`src/rtl/adc_window_guard_pkg.sv`:
```
package adc_window_guard_pkg;

    typedef enum logic {
        ST_CLEAR = 1'b0,
        ST_TRIP  = 1'b1
    } guard_state_e;

    typedef enum logic {
        SEL_SEQUENCE = 1'b0,
        SEL_SINGLE   = 1'b1
    } guard_sel_e;

endpackage

```
`src/rtl/awg_chan_select.sv`:
```
module awg_chan_select
    import adc_window_guard_pkg::*;
#(
    parameter int NUM_CH = 16,
    parameter int CH_W   = $clog2(NUM_CH)
) (
    input  guard_sel_e        sel_mode,
    input  logic [CH_W-1:0]   watch_chan,
    input  logic [NUM_CH-1:0] seq_mask,
    input  logic [CH_W-1:0]   res_chan,
    output logic              watched
);
    logic [NUM_CH-1:0] chan_hot;

    // Decode the result channel into one bit per channel.
    for (genvar i = 0; i < NUM_CH; i++) begin : g_hot
        assign chan_hot[i] = (res_chan == CH_W'(i));
    end

    logic in_seq;
    logic is_single;

    assign in_seq    = |(chan_hot & seq_mask);
    assign is_single = (res_chan == watch_chan);

    always_comb begin
        unique case (sel_mode)
            SEL_SINGLE:   watched = is_single;
            SEL_SEQUENCE: watched = in_seq;
            default:      watched = 1'b0;
        endcase
    end
endmodule

```
`src/rtl/awg_window_cmp.sv`:
```
module awg_window_cmp #(
    parameter int DATA_W = 12
) (
    input  logic [DATA_W-1:0] value,
    input  logic [DATA_W-1:0] lo,
    input  logic [DATA_W-1:0] hi,
    output logic              outside
);
    logic below;
    logic above;

    assign below   = (value < lo);
    assign above   = (value > hi);
    assign outside = below | above;
endmodule

```
`src/rtl/awg_flag_fsm.sv`:
```
module awg_flag_fsm
    import adc_window_guard_pkg::*;
(
    input  logic clk,
    input  logic rst_n,
    input  logic trip,
    input  logic clr,
    input  logic irq_en,
    output logic flag,
    output logic irq
);
    guard_state_e state_q;
    guard_state_e state_d;

    always_ff @(posedge clk or negedge rst_n) begin
        if (!rst_n) begin
            state_q <= ST_CLEAR;
        end else begin
            state_q <= state_d;
        end
    end

    always_comb begin
        state_d = state_q;
        unique case (state_q)
            ST_CLEAR: if (trip) state_d = ST_TRIP;
            ST_TRIP:  if (clr && !trip) state_d = ST_CLEAR;
            default:  state_d = ST_CLEAR;
        endcase
    end

    always_comb begin
        unique case (state_q)
            ST_TRIP:  flag = 1'b1;
            ST_CLEAR: flag = 1'b0;
            default:  flag = 1'b0;
        endcase
        irq = flag & irq_en;
    end
endmodule

```
`src/rtl/adc_window_guard.sv`:
```
module adc_window_guard
    import adc_window_guard_pkg::*;
#(
    parameter int DATA_W = 12,
    parameter int NUM_CH = 16,
    parameter int CH_W   = $clog2(NUM_CH)
) (
    input  logic              clk,
    input  logic              rst_n,
    input  logic              enable,
    input  logic              single_mode,
    input  logic [CH_W-1:0]   watch_chan,
    input  logic [NUM_CH-1:0] seq_mask,
    input  logic [DATA_W-1:0] thr_low,
    input  logic [DATA_W-1:0] thr_high,
    input  logic              res_valid,
    input  logic [DATA_W-1:0] res_data,
    input  logic [CH_W-1:0]   res_chan,
    input  logic              flag_clr,
    input  logic              irq_en,
    output logic              flag,
    output logic              irq
);
    guard_sel_e sel_mode;
    logic       watched;
    logic       outside;
    logic       trip;

    assign sel_mode = single_mode ? SEL_SINGLE : SEL_SEQUENCE;

    awg_chan_select #(.NUM_CH(NUM_CH), .CH_W(CH_W)) u_sel (
        .sel_mode   (sel_mode),
        .watch_chan (watch_chan),
        .seq_mask   (seq_mask),
        .res_chan   (res_chan),
        .watched    (watched)
    );

    awg_window_cmp #(.DATA_W(DATA_W)) u_cmp (
        .value   (res_data),
        .lo      (thr_low),
        .hi      (thr_high),
        .outside (outside)
    );

    // A violation counts only on a strobe, while enabled, for a watched channel.
    assign trip = res_valid & enable & watched & outside;

    awg_flag_fsm u_fsm (
        .clk    (clk),
        .rst_n  (rst_n),
        .trip   (trip),
        .clr    (flag_clr),
        .irq_en (irq_en),
        .flag   (flag),
        .irq    (irq)
    );
endmodule

```
`config.mk`:
```
export PLATFORM = sky130hd
export DESIGN_NAME = adc_window_guard
export DESIGN_NICKNAME = d
export VERILOG_FILES = /design/src/rtl/adc_window_guard_pkg.sv /design/src/rtl/awg_chan_select.sv /design/src/rtl/awg_window_cmp.sv /design/src/rtl/awg_flag_fsm.sv /design/src/rtl/adc_window_guard.sv
export SDC_FILE = /design/constraint.sdc
export NUM_CORES = 1
export LEC_CHECK = 0
export BUFFER_PORTS_ARGS = -buffer_cell sky130_fd_sc_hd__buf_2
export CORE_MARGIN = 2
export CORE_UTILIZATION = 42
export DETAILED_ROUTE_END_ITERATION = 6
export PLACE_DENSITY_LB_ADDON = 0.1
export SYNTH_ARGS = -nofsm -noshare
export SYNTH_HDL_FRONTEND = slang
export SYNTH_SLANG_ARGS = --single-unit
```
`constraint.sdc`:
```
create_clock -name clk -period 4 [get_ports clk]
set_clock_uncertainty 0.2 [all_clocks]
set_input_delay 0.2 -clock clk [delete_from_list [all_inputs] [get_ports clk]]
set_output_delay 0.2 -clock clk [all_outputs]
set_load 0.02 [all_outputs]
```
==> results by group, run 1 <==
Timing
  – Setup violators final: 0
  – RSZ-0062 raised after global routing: false
  – Setup TNS: 0 ns
  – Max Slew Vio Count: 0
  – Worst hold slack: about 0.32 ns
  – Slew Limit Headroom: 0.8449
  – Hold Fails Final Rpt: 0
  – Fmax: between 0.5 and 0.6 GHz
  – Slew @ Worst Pin: 0.2302 ns
  – Min cycle time layout: roughly 1.7 ns
  – Final Cycle Share: 0.4325

Logic synthesis
  – Post-Syn Area: 845.8 um^2
  – Dominant cell type by area after synthesis: ha_1
  – Synth async-reset ratio: 1.000
  – Number of synthesized register bits: 1
  – Yosys warnings: 0
  – Number of synthesized flops with an enable pin: 0
  – Most numerous cell in the Yosys netlist: inv_1
  – Ys flop type: dfrtp_1
  – Synth cell types: 31
  – Seq/Total Area, Yosys: 0.02959
  – Syn nets: 198
  – Synth top area cells: ha_1 (34%), inv_1 (11%), mux2i_1 (5.9%)
  – Post-synth top area share: 0.3402
  – Average cell area after synthesis: 7.832 um^2
  – Post-Synthesis Cells: between 100 and 150
  – Post-synth top cells: inv_1 (24), ha_1 (23), a21oi_1 (6)

Cells and area
  – Fillers: 201
  – Max reg flops: 1
  – Nets: 266
  – Area of the multi-input gates: 709.4 um^2
  – Post-route cell area: 0.001209 mm^2
  – Layout Area Growth over Synthesis: 42.90%
  – Regs by FF count: u_fsm.state_q: 1 flops
  – # diodes: 0
  – Register area: 25.02 um^2
  – Layout cells sized above 1: 0.4138
  – Top reg by flops: u_fsm.state_q

Power and ir drop
  – LEAKAGE: 0.7477 nW
  – Max VDD drop: approximately 0.000044 V
  – PwrDens: 99.78 mW/mm^2

Clock tree
  – PostCTS Resize Cnt: 0
  – Insertion delay to the later sink of the worst-skew pair: 0 ns
  – Clock transition at path regs: 0 ns

Worst setup path
  – CP endpoint kind: flip-flop
  – Worst Path Buf+Inv: 2
  – Slowest cell delay on critical path: approximately 0.30 ns
  – Worst Path Required: ~3.7 ns
  – CP max FO: 2
  – Delay-heaviest family, CP: compound AO/OA/AOI/OAI gates
  – Crit-path cells: buf_2 > inv_1 > ha_1 > a211o_1 > o211ai_1 > a31oi_1 > o22ai_1 > a21oi_2
  – Crit path DAT: about 1.4 ns
  – Critical Path Start Type: input pin
  – Slowest CP cell: ha_1
  – Crit path kind: in -> reg

Floorplanning
  – Core area: 0.001922 mm^2
  – Row count: 16
  – DIE WIDTH: 48.88 um
  – IO Pins: 69
  – Die footprint: 0.002389 mm^2
  – DIE HEIGHT: between 40 and 50 um
  – Initial Utilization: 0.4401

Job
  – Max-Cap Viols: 0

Global route
  – Largest net degree at the start of global routing: 8
  – Vias in the first global route: 871
  – First-pass GRT wire length: roughly 3200 um
  – Initial antenna violation count: 0
  – Gr ovfl total: 0
  – Tot GR Track Use: 0.1572

Min path
  – Worst hold path class: in -> async

Routing
  – Avg WL per Cell: 9.303 um
  – Pre-Repair DR Iteration Count: 2
  – Vias per cell: approximately 4.9
  – Remaining DRCs: 0
  – Total wire length: 1870 um
  – Post-route ant nets: 0
  – Via Count: 979
  – DR iter-0 viols: 1

Status
  – Outcome: finished clean

Place
  – Final RePlAce weighted congestion: approximately 0.79
  – Hpwl dp: 1796 um
  – Port Buffers: 68
  – DP Area: 0.001199 mm^2
-- report_power, final --
| group | switching, mW | internal [mW] | leakage (nW) |
|---|---|---|---|
| combinational | 0.0492 | 0.0599 | 0.734 |
| clock | 0 | 0 | 0 |
| sequential | 0.000431 | 0.0111 | 0.0136 |
-- worst reg2reg max path, stage by stage (launching register included) --
cell and delay [ns]:
dfrtp_1 0.36, and2b_1 0.21, or3_1 0.32, nor4_1 0.17
a311o_1 0.16, a21oi_2 0.04
-- final cells by class --
cell class,count,area share
tap,27,0.02795
sequential,1,0.02070
multi-input combinational,80,0.5870
timing repair buffer,69,0.2899
inverter,24,0.07453
-- cell families (layout without fill, tap and decap cells) --
group,after synthesis,count (layout),share of synthesized area
compound gates,24,24,0.2012
flops,1,1,0.02958
mux,7,7,0.1124
xor+xnor,4,4,0.04142
fa+ha+maj,23,23,0.3402
buf+inv,27,93,0.1317
simple gates,22,22,0.1435
-- metal layers --
metal / wire, um / share of wire / track usage
met1: 827 / 0.44 / 0.2015
met3: 120 / 0.064 / 0.009202
met2: 922 / 0.49 / 0.3037
met4: 0 / 0 / 0
met5: 0 / 0 / 0
-- metrics by stage --
| step | utilization | worst slack [ns] | instances | total power, mW |
|---|---|---|---|---|
| after detailed placement | 0.6237 | 2.255 | 200 | 0.1212 |
| after global placement | 0.6237 | 2.323 | 200 | 0.1178 |
| after CTS | 0.6289 | 2.257 | 201 | 0.1226 |
| after global routing | 0.6289 | 2.143 | 201 | 0.1386 |
| final | 0.6289 | 2.270 | 201 | 0.1206 |
| after floorplan | - | 2.383 | 108 | 0.07651 |
-- cell usage in the layout (no fill, tap or decap), types with 2 or more instances in the layout --
cell type	n
buf_2	68
inv_1	24
ha_1	23
a21oi_1	6
mux2i_1	5
nand4_1	4
nand2_1	4
xor2_1	4
o211ai_1	3
nor3_1	3
o21ai_0	3
a211o_1	2
a31oi_1	2
nor2b_1	2
nor2_1	2
a21o_1	2
mux4_2	2
nor3b_1	2
-- path summary, 6_finish.rpt --
| kind | start | to | slack, ns | cells past startpoint |
|---|---|---|---|---|
| max | thr_high[9] | u_fsm.state_q | 2.27 | 8 |
| min | rst_n | u_fsm.state_q | 0.32 | 2 |
| min reg2reg | u_fsm.state_q | u_fsm.state_q | 0.63 | 3 |
| max in group asynchronous | rst_n | u_fsm.state_q | 3.20 | 2 |
| max reg2reg | u_fsm.state_q | u_fsm.state_q | 2.42 | 5 |
| min in group clk | res_chan[1] | u_fsm.state_q | 0.36 | 3 |
-- repair_timing --
item | in CTS | in global routing
setup buffers | 0 | 0
hold buffers | 1 | 0
hold endpoints to repair | 1 | 0
Power figures use the tool's default switching activity.
==> run 2: changes to the inputs <==
--- a/config.mk
+++ b/config.mk
@@ -7,7 +7,7 @@
 export LEC_CHECK = 0
 export BUFFER_PORTS_ARGS = -buffer_cell sky130_fd_sc_hd__buf_2
 export CORE_MARGIN = 2
-export CORE_UTILIZATION = 42
+export CORE_UTILIZATION = 39
 export DETAILED_ROUTE_END_ITERATION = 6
 export PLACE_DENSITY_LB_ADDON = 0.1
 export SYNTH_ARGS = -nofsm -noshare
==> constraint.sdc (replaced) <==
create_clock -name clk -period 1.6 [get_ports clk]
set_clock_uncertainty 0.2 [all_clocks]
set_input_delay 0.08 -clock clk [delete_from_list [all_inputs] [get_ports clk]]
set_output_delay 0.08 -clock clk [all_outputs]
set_load 0.02 [all_outputs]
==> results by group, run 2 (synthesis results as in run 1) <==
Power and ir drop
  – Design Power: 0.3287 mW
  – Max VDD drop: 0.0001294 V
  – PwrDens: 254.6 mW/mm^2
  – LEAKAGE: 0.7714 nW

Cells and area
  – # diodes: 0
  – Regs by FF count: u_fsm.state_q: 1 flops
  – Max reg flops: 1
  – Fin util: 0.6450
  – Nets: 269
  – Layout Area Growth over Synthesis: 52.66%
  – Final Non-Filler Cells: 204
  – Most frequent cells in the layout: buf_2 (66), inv_1 (23), ha_1 (21)
  – Fillers: between 150 and 200
  – Top reg by flops: u_fsm.state_q
  – Layout cells sized above 1: 0.4746
  – Commonest non-fill, non-tap cell in the layout: buf_2

Timing
  – RSZ-0062 raised after global routing: false
  – Slew @ Worst Pin: approximately 0.27 ns
  – Max Slew Vio Count: 0
  – Slew Limit Headroom: 0.8162
  – Final WS setup: 0.06841 ns
  – Final Cycle Share: 0.9572
  – Hold Fails Final Rpt: 0
  – Fmax: about 0.65 GHz
  – Setup TNS: 0 ns
  – Setup violators final: 0
  – Min cycle time layout: 1.532 ns

Global route
  – Vias in the first global route: 942
  – First-pass GRT wire length: 3601 um
  – Largest net degree at the start of global routing: 8
  – Gr ovfl total: 0
  – Tot GR Track Use: 0.1711
  – Initial antenna violation count: 0

Floorplanning
  – Row count: 16
  – Initial Utilization: 0.4225
  – IO Pins: 69
  – DIE HEIGHT: 50.57 um
  – Die footprint: 0.002557 mm^2
  – DIE WIDTH: a little over 50 um
  – Core area: ~0.0020 mm^2

Clock tree
  – Postcts setup bufs: 0
  – Clock transition at path regs: 0 ns
  – Insertion delay to the later sink of the worst-skew pair: 0 ns

Routing
  – Total wire length: approximately 2100 um
  – Pre-Repair DR Iteration Count: 1
  – Avg WL per Cell: 10.38 um
  – Via Count: approximately 960
  – Vias per cell: between 4 and 5
  – Post-route ant nets: 0
  – Remaining DRCs: 0
  – DR iter-0 viols: 0

Worst setup path
  – Crit-path cells: and2b_1 > or3_1 > nor4_2 > a311o_1 > a21oi_2
  – Crit path kind: reg -> reg
  – Crit path DAT: 1.20 ns
  – Slowest cell delay on critical path: 0.38 ns
  – CP max FO: 3
  – CP endpoint kind: flip-flop
  – Slowest CP cell: dfrtp_2
  – Critical Path Start Type: flip-flop
  – Worst Path Buf+Inv: 0
  – Worst Path Required: 1.27 ns
  – Delay-heaviest family, CP: simple AND/OR/NAND/NOR gates

Place
  – Final RePlAce weighted congestion: 0.7595
  – Pre-CTS setup slack: -0.01665 ns
  – Placed instance count: 203
  – Port Buffers: 68
  – Hpwl dp: 1926 um

Min path
  – Worst hold path class: in -> async

Job
  – Max-Cap Viols: 0

Status
  – Outcome: finished clean
## run 2: changes by cell type in the layout (fill, tap and decap cells not counted), sizes merged
cell | before | now
buf | 68 | 71
## run 2: area by class of cell
type | count | area [um^2] | share of cell area
inverters | 24 | 92.59 | 0.07171
multi-input cells | 80 | 753.2 | 0.5833
flip-flops and latches | 1 | 26.28 | 0.02035
well taps | 27 | 33.78 | 0.02616
repair buffers | 72 | 385.4 | 0.2984
## run 2: report_power, final
group / total, mW / switching [mW] / internal, mW
registers: 0.0290 / 0.000980 / 0.0280
logic: 0.300 / 0.135 / 0.164
clock network: 0 / 0 / 0
## run 2: metal layers
metal	global-route usage	vias to the layer above	share of wire	routed length, um
li1	-	529	-	-
met2	0.3399	35	0.50	1058
met1	0.2154	392	0.44	932
met3	0.002976	0	0.060	126
met4	0	0	0	0
met5	0	-	0	0
## run 2: path summary, 6_finish.rpt
kind,cells past startpoint,from,slack [ns],endpoint
max,5,u_fsm.state_q,0.07,u_fsm.state_q
min in group clk,3,res_chan[1],0.23,u_fsm.state_q
min reg2reg,4,u_fsm.state_q,0.67,u_fsm.state_q
max reg2reg,5,u_fsm.state_q,0.07,u_fsm.state_q
min,2,rst_n,0.21,u_fsm.state_q
max in group asynchronous,2,rst_n,0.89,u_fsm.state_q
## run 2: timing repair
action	in CTS	in global routing
gates resized for setup	1	14
setup endpoints to repair	1	1
pin swaps	4	11
hold buffers	1	0
hold endpoints to repair	1	0
## run 2: metrics by stage
step | hold slack (ns) | area [um^2]
3_5_place_dp | -0.3439 | 1222
5_1_grt | 0.2255 | 1291
2_1_floorplan | -0.4156 | 847.1
4_1_cts | 0.1986 | 1245
6_report | 0.2099 | 1291
3_3_place_gp | -0.3423 | 1222
==> run 3: changes to the inputs <==
--- a/config.mk
+++ b/config.mk
@@ -5,9 +5,10 @@
 export SDC_FILE = /design/constraint.sdc
 export NUM_CORES = 1
 export LEC_CHECK = 0
+export ABC_AREA = 1
 export BUFFER_PORTS_ARGS = -buffer_cell sky130_fd_sc_hd__buf_2
 export CORE_MARGIN = 2
-export CORE_UTILIZATION = 39
+export CORE_UTILIZATION = 37
 export DETAILED_ROUTE_END_ITERATION = 6
 export PLACE_DENSITY_LB_ADDON = 0.1
 export SYNTH_ARGS = -nofsm -noshare
==> constraint.sdc (replaced) <==
create_clock -name clk -period 1.23 [get_ports clk]
set_clock_uncertainty 0.2 [all_clocks]
set_input_delay 0.0615 -clock clk [delete_from_list [all_inputs] [get_ports clk]]
set_output_delay 0.0615 -clock clk [all_outputs]
set_load 0.02 [all_outputs]
==> results by group, run 3 <==
Cells and area
  – # diodes: 0
  – Layout cells sized above 1: 0.4706
  – Fillers: 224
  – Most frequent cells in the layout: buf_2 (54), nand2_1 (47), inv_1 (31)
  – Layout Area Growth over Synthesis: 74.93%
  – Top reg by flops: u_fsm.state_q
  – Nets: between 300 and 400
  – Regs by FF count: u_fsm.state_q: 1 flops
  – Max reg flops: 1
  – Commonest non-fill, non-tap cell in the layout: buf_2

Logic synthesis
  – Post-synth top area share: 0.3003
  – Synth top area cells: ha_1 (30%), nand2_1 (20%), inv_1 (17%)
  – Yosys warnings: 0
  – Post-Synthesis Cells: 169
  – Synth cell types: 15
  – Post-synth top cells: nand2_1 (51), inv_1 (44), ha_1 (23)
  – Most numerous cell in the Yosys netlist: nand2_1
  – Ys flop type: dfrtp_1
  – Seq/Total Area, Yosys: 0.02611
  – Syn nets: 259
  – Number of synthesized register bits: 1
  – Synth async-reset ratio: 1.000
  – Post-Syn Area: roughly 960 um^2
  – Number of synthesized flops with an enable pin: 0
  – Average cell area after synthesis: approximately 5.7 um^2
  – Dominant cell type by area after synthesis: ha_1

Place
  – Port Buffers: 68
  – Hpwl dp: 1929 um
  – Final RePlAce weighted congestion: 0.7060

Worst setup path
  – CP endpoint kind: flip-flop
  – Critical Path Start Type: input pin
  – Worst Path Required: 0.91 ns
  – CP max FO: 2
  – Crit path DAT: 1.04 ns
  – Reg2reg setup slack: 0.43 ns
  – Crit path kind: in -> reg

Status
  – Outcome: complete, but fails checks
  – Failing checks: setup timing

Floorplanning
  – Row count: 18
  – DIE WIDTH: 54.90 um
  – IO Pins: 69
  – Initial Utilization: 0.3904
  – DIE HEIGHT: roughly 55 um
  – Die footprint: about 0.0030 mm^2
  – Core area: 0.002455 mm^2

Timing
  – RSZ-0062 raised after global routing: true
  – Min cycle time layout: around 1.4 ns
  – Slew @ Worst Pin: 0.2371 ns
  – Setup TNS: -0.1222 ns
  – Final Cycle Share: 1.099
  – Setup violators final: 1
  – Max Slew Vio Count: 0
  – Slew Limit Headroom: 0.8420
  – Hold Fails Final Rpt: 0
  – Final WS setup: -0.1222 ns
  – Fmax: 0.7395 GHz

Min path
  – Worst hold path class: in -> reg

Global route
  – Initial antenna violation count: 0
  – Tot GR Track Use: 0.1809
  – First-pass GRT wire length: ~4100 um
  – Vias in the first global route: roughly 1100
  – Largest net degree at the start of global routing: 13
  – Gr ovfl total: 0

Routing
  – Total wire length: ~2800 um
  – DR iter-0 viols: 2
  – Post-route ant nets: 0
  – Pre-Repair DR Iteration Count: 2
  – Via Count: about 1200
  – Vias per cell: around 4.5
  – Avg WL per Cell: 10.38 um
  – Remaining DRCs: 0

Power and ir drop
  – PwrDens: 347.0 mW/mm^2
  – Design Power: 0.5817 mW
  – LEAKAGE: 0.9705 nW
  – Max VDD drop: ~0.00024 V

Clock tree
  – Clock transition at path regs: 0 ns
  – Insertion delay to the later sink of the worst-skew pair: 0 ns
  – Postcts setup bufs: 0

Job
  – Max-Cap Viols: 0
==> run 3: cell type report <==
type                    instances  area, um^2  area share
multi-input cells             121       984.7      0.5873
repair buffers                 71       452.9      0.2701
inverters                      45       176.4      0.1052
well taps                      30       37.54     0.02239
flip-flops and latches          1       25.02     0.01493
==> run 3: cell families after synthesis <==
kind of cell / share of synthesized area
XOR/XNOR: 0.03655
flip-flops: 0.02611
AND/OR/NAND/NOR: 0.3747
adder cells (fa/ha/maj): 0.3003
AO/OA/AOI/OAI: 0.06005
buffers and inverters: 0.2024
==> run 3: where the power goes <==
part           switching, mW  internal [mW]  total (mW)
clock                      0              0           0
sequential           0.00215         0.0365      0.0387
combinational          0.255          0.288       0.543
total                  0.257          0.325       0.582
==> run 3: path summary, 6_finish.rpt <==
path                                 end  cells after the start     startpoint
max                        u_fsm.state_q                     12    thr_low[11]
max reg2reg                u_fsm.state_q                      2  u_fsm.state_q
max in group asynchronous  u_fsm.state_q                      2          rst_n
min reg2reg                u_fsm.state_q                      2  u_fsm.state_q
min in group asynchronous  u_fsm.state_q                      2          rst_n
min                        u_fsm.state_q                      4       flag_clr
==> run 3: per-layer routing <==
layer  routed length (um)  GRT usage  part of all wire
met5                    0          0                 0
met4                    0          0                 0
met3                  136   0.005376             0.049
met2                 1536     0.3909              0.55
met1                 1108     0.2013              0.40
==> run 3: critical path: stages <==
cell and delay [ns]:
buf_2 0.08, inv_1 0.06, ha_4 0.29, nand2_4 0.05, inv_2 0.06, nand3_4 0.06
a21oi_2 0.10, nor2_1 0.05, nand2_1 0.07, nand2_1 0.05, nand3_1 0.06, nand2_1 0.05
==> run 3: through the flow <==
stage	cells	instance area, um^2	hold WS, ns	util	setup WS (ns)
4_1_cts	268	1622	0.1009	0.6606	-0.09531
2_1_floorplan	169	958.4	-0.4341	-	0.003199
5_1_grt	268	1677	0.1417	0.6830	-0.2341
6_report	268	1677	0.09417	0.6830	-0.1222
3_3_place_gp	267	1329	-0.3628	0.5413	-0.1479
3_5_place_dp	267	1329	-0.3629	0.5413	-0.1918
==> run 3: what timing repair did <==
item,4_1_cts,5_1_grt
resized for setup,54,12
pin swaps,17,7
hold buffers,1,0
hold endpoints to repair,1,0
gates cloned,0,0
endpoints found under the setup margin,1,1
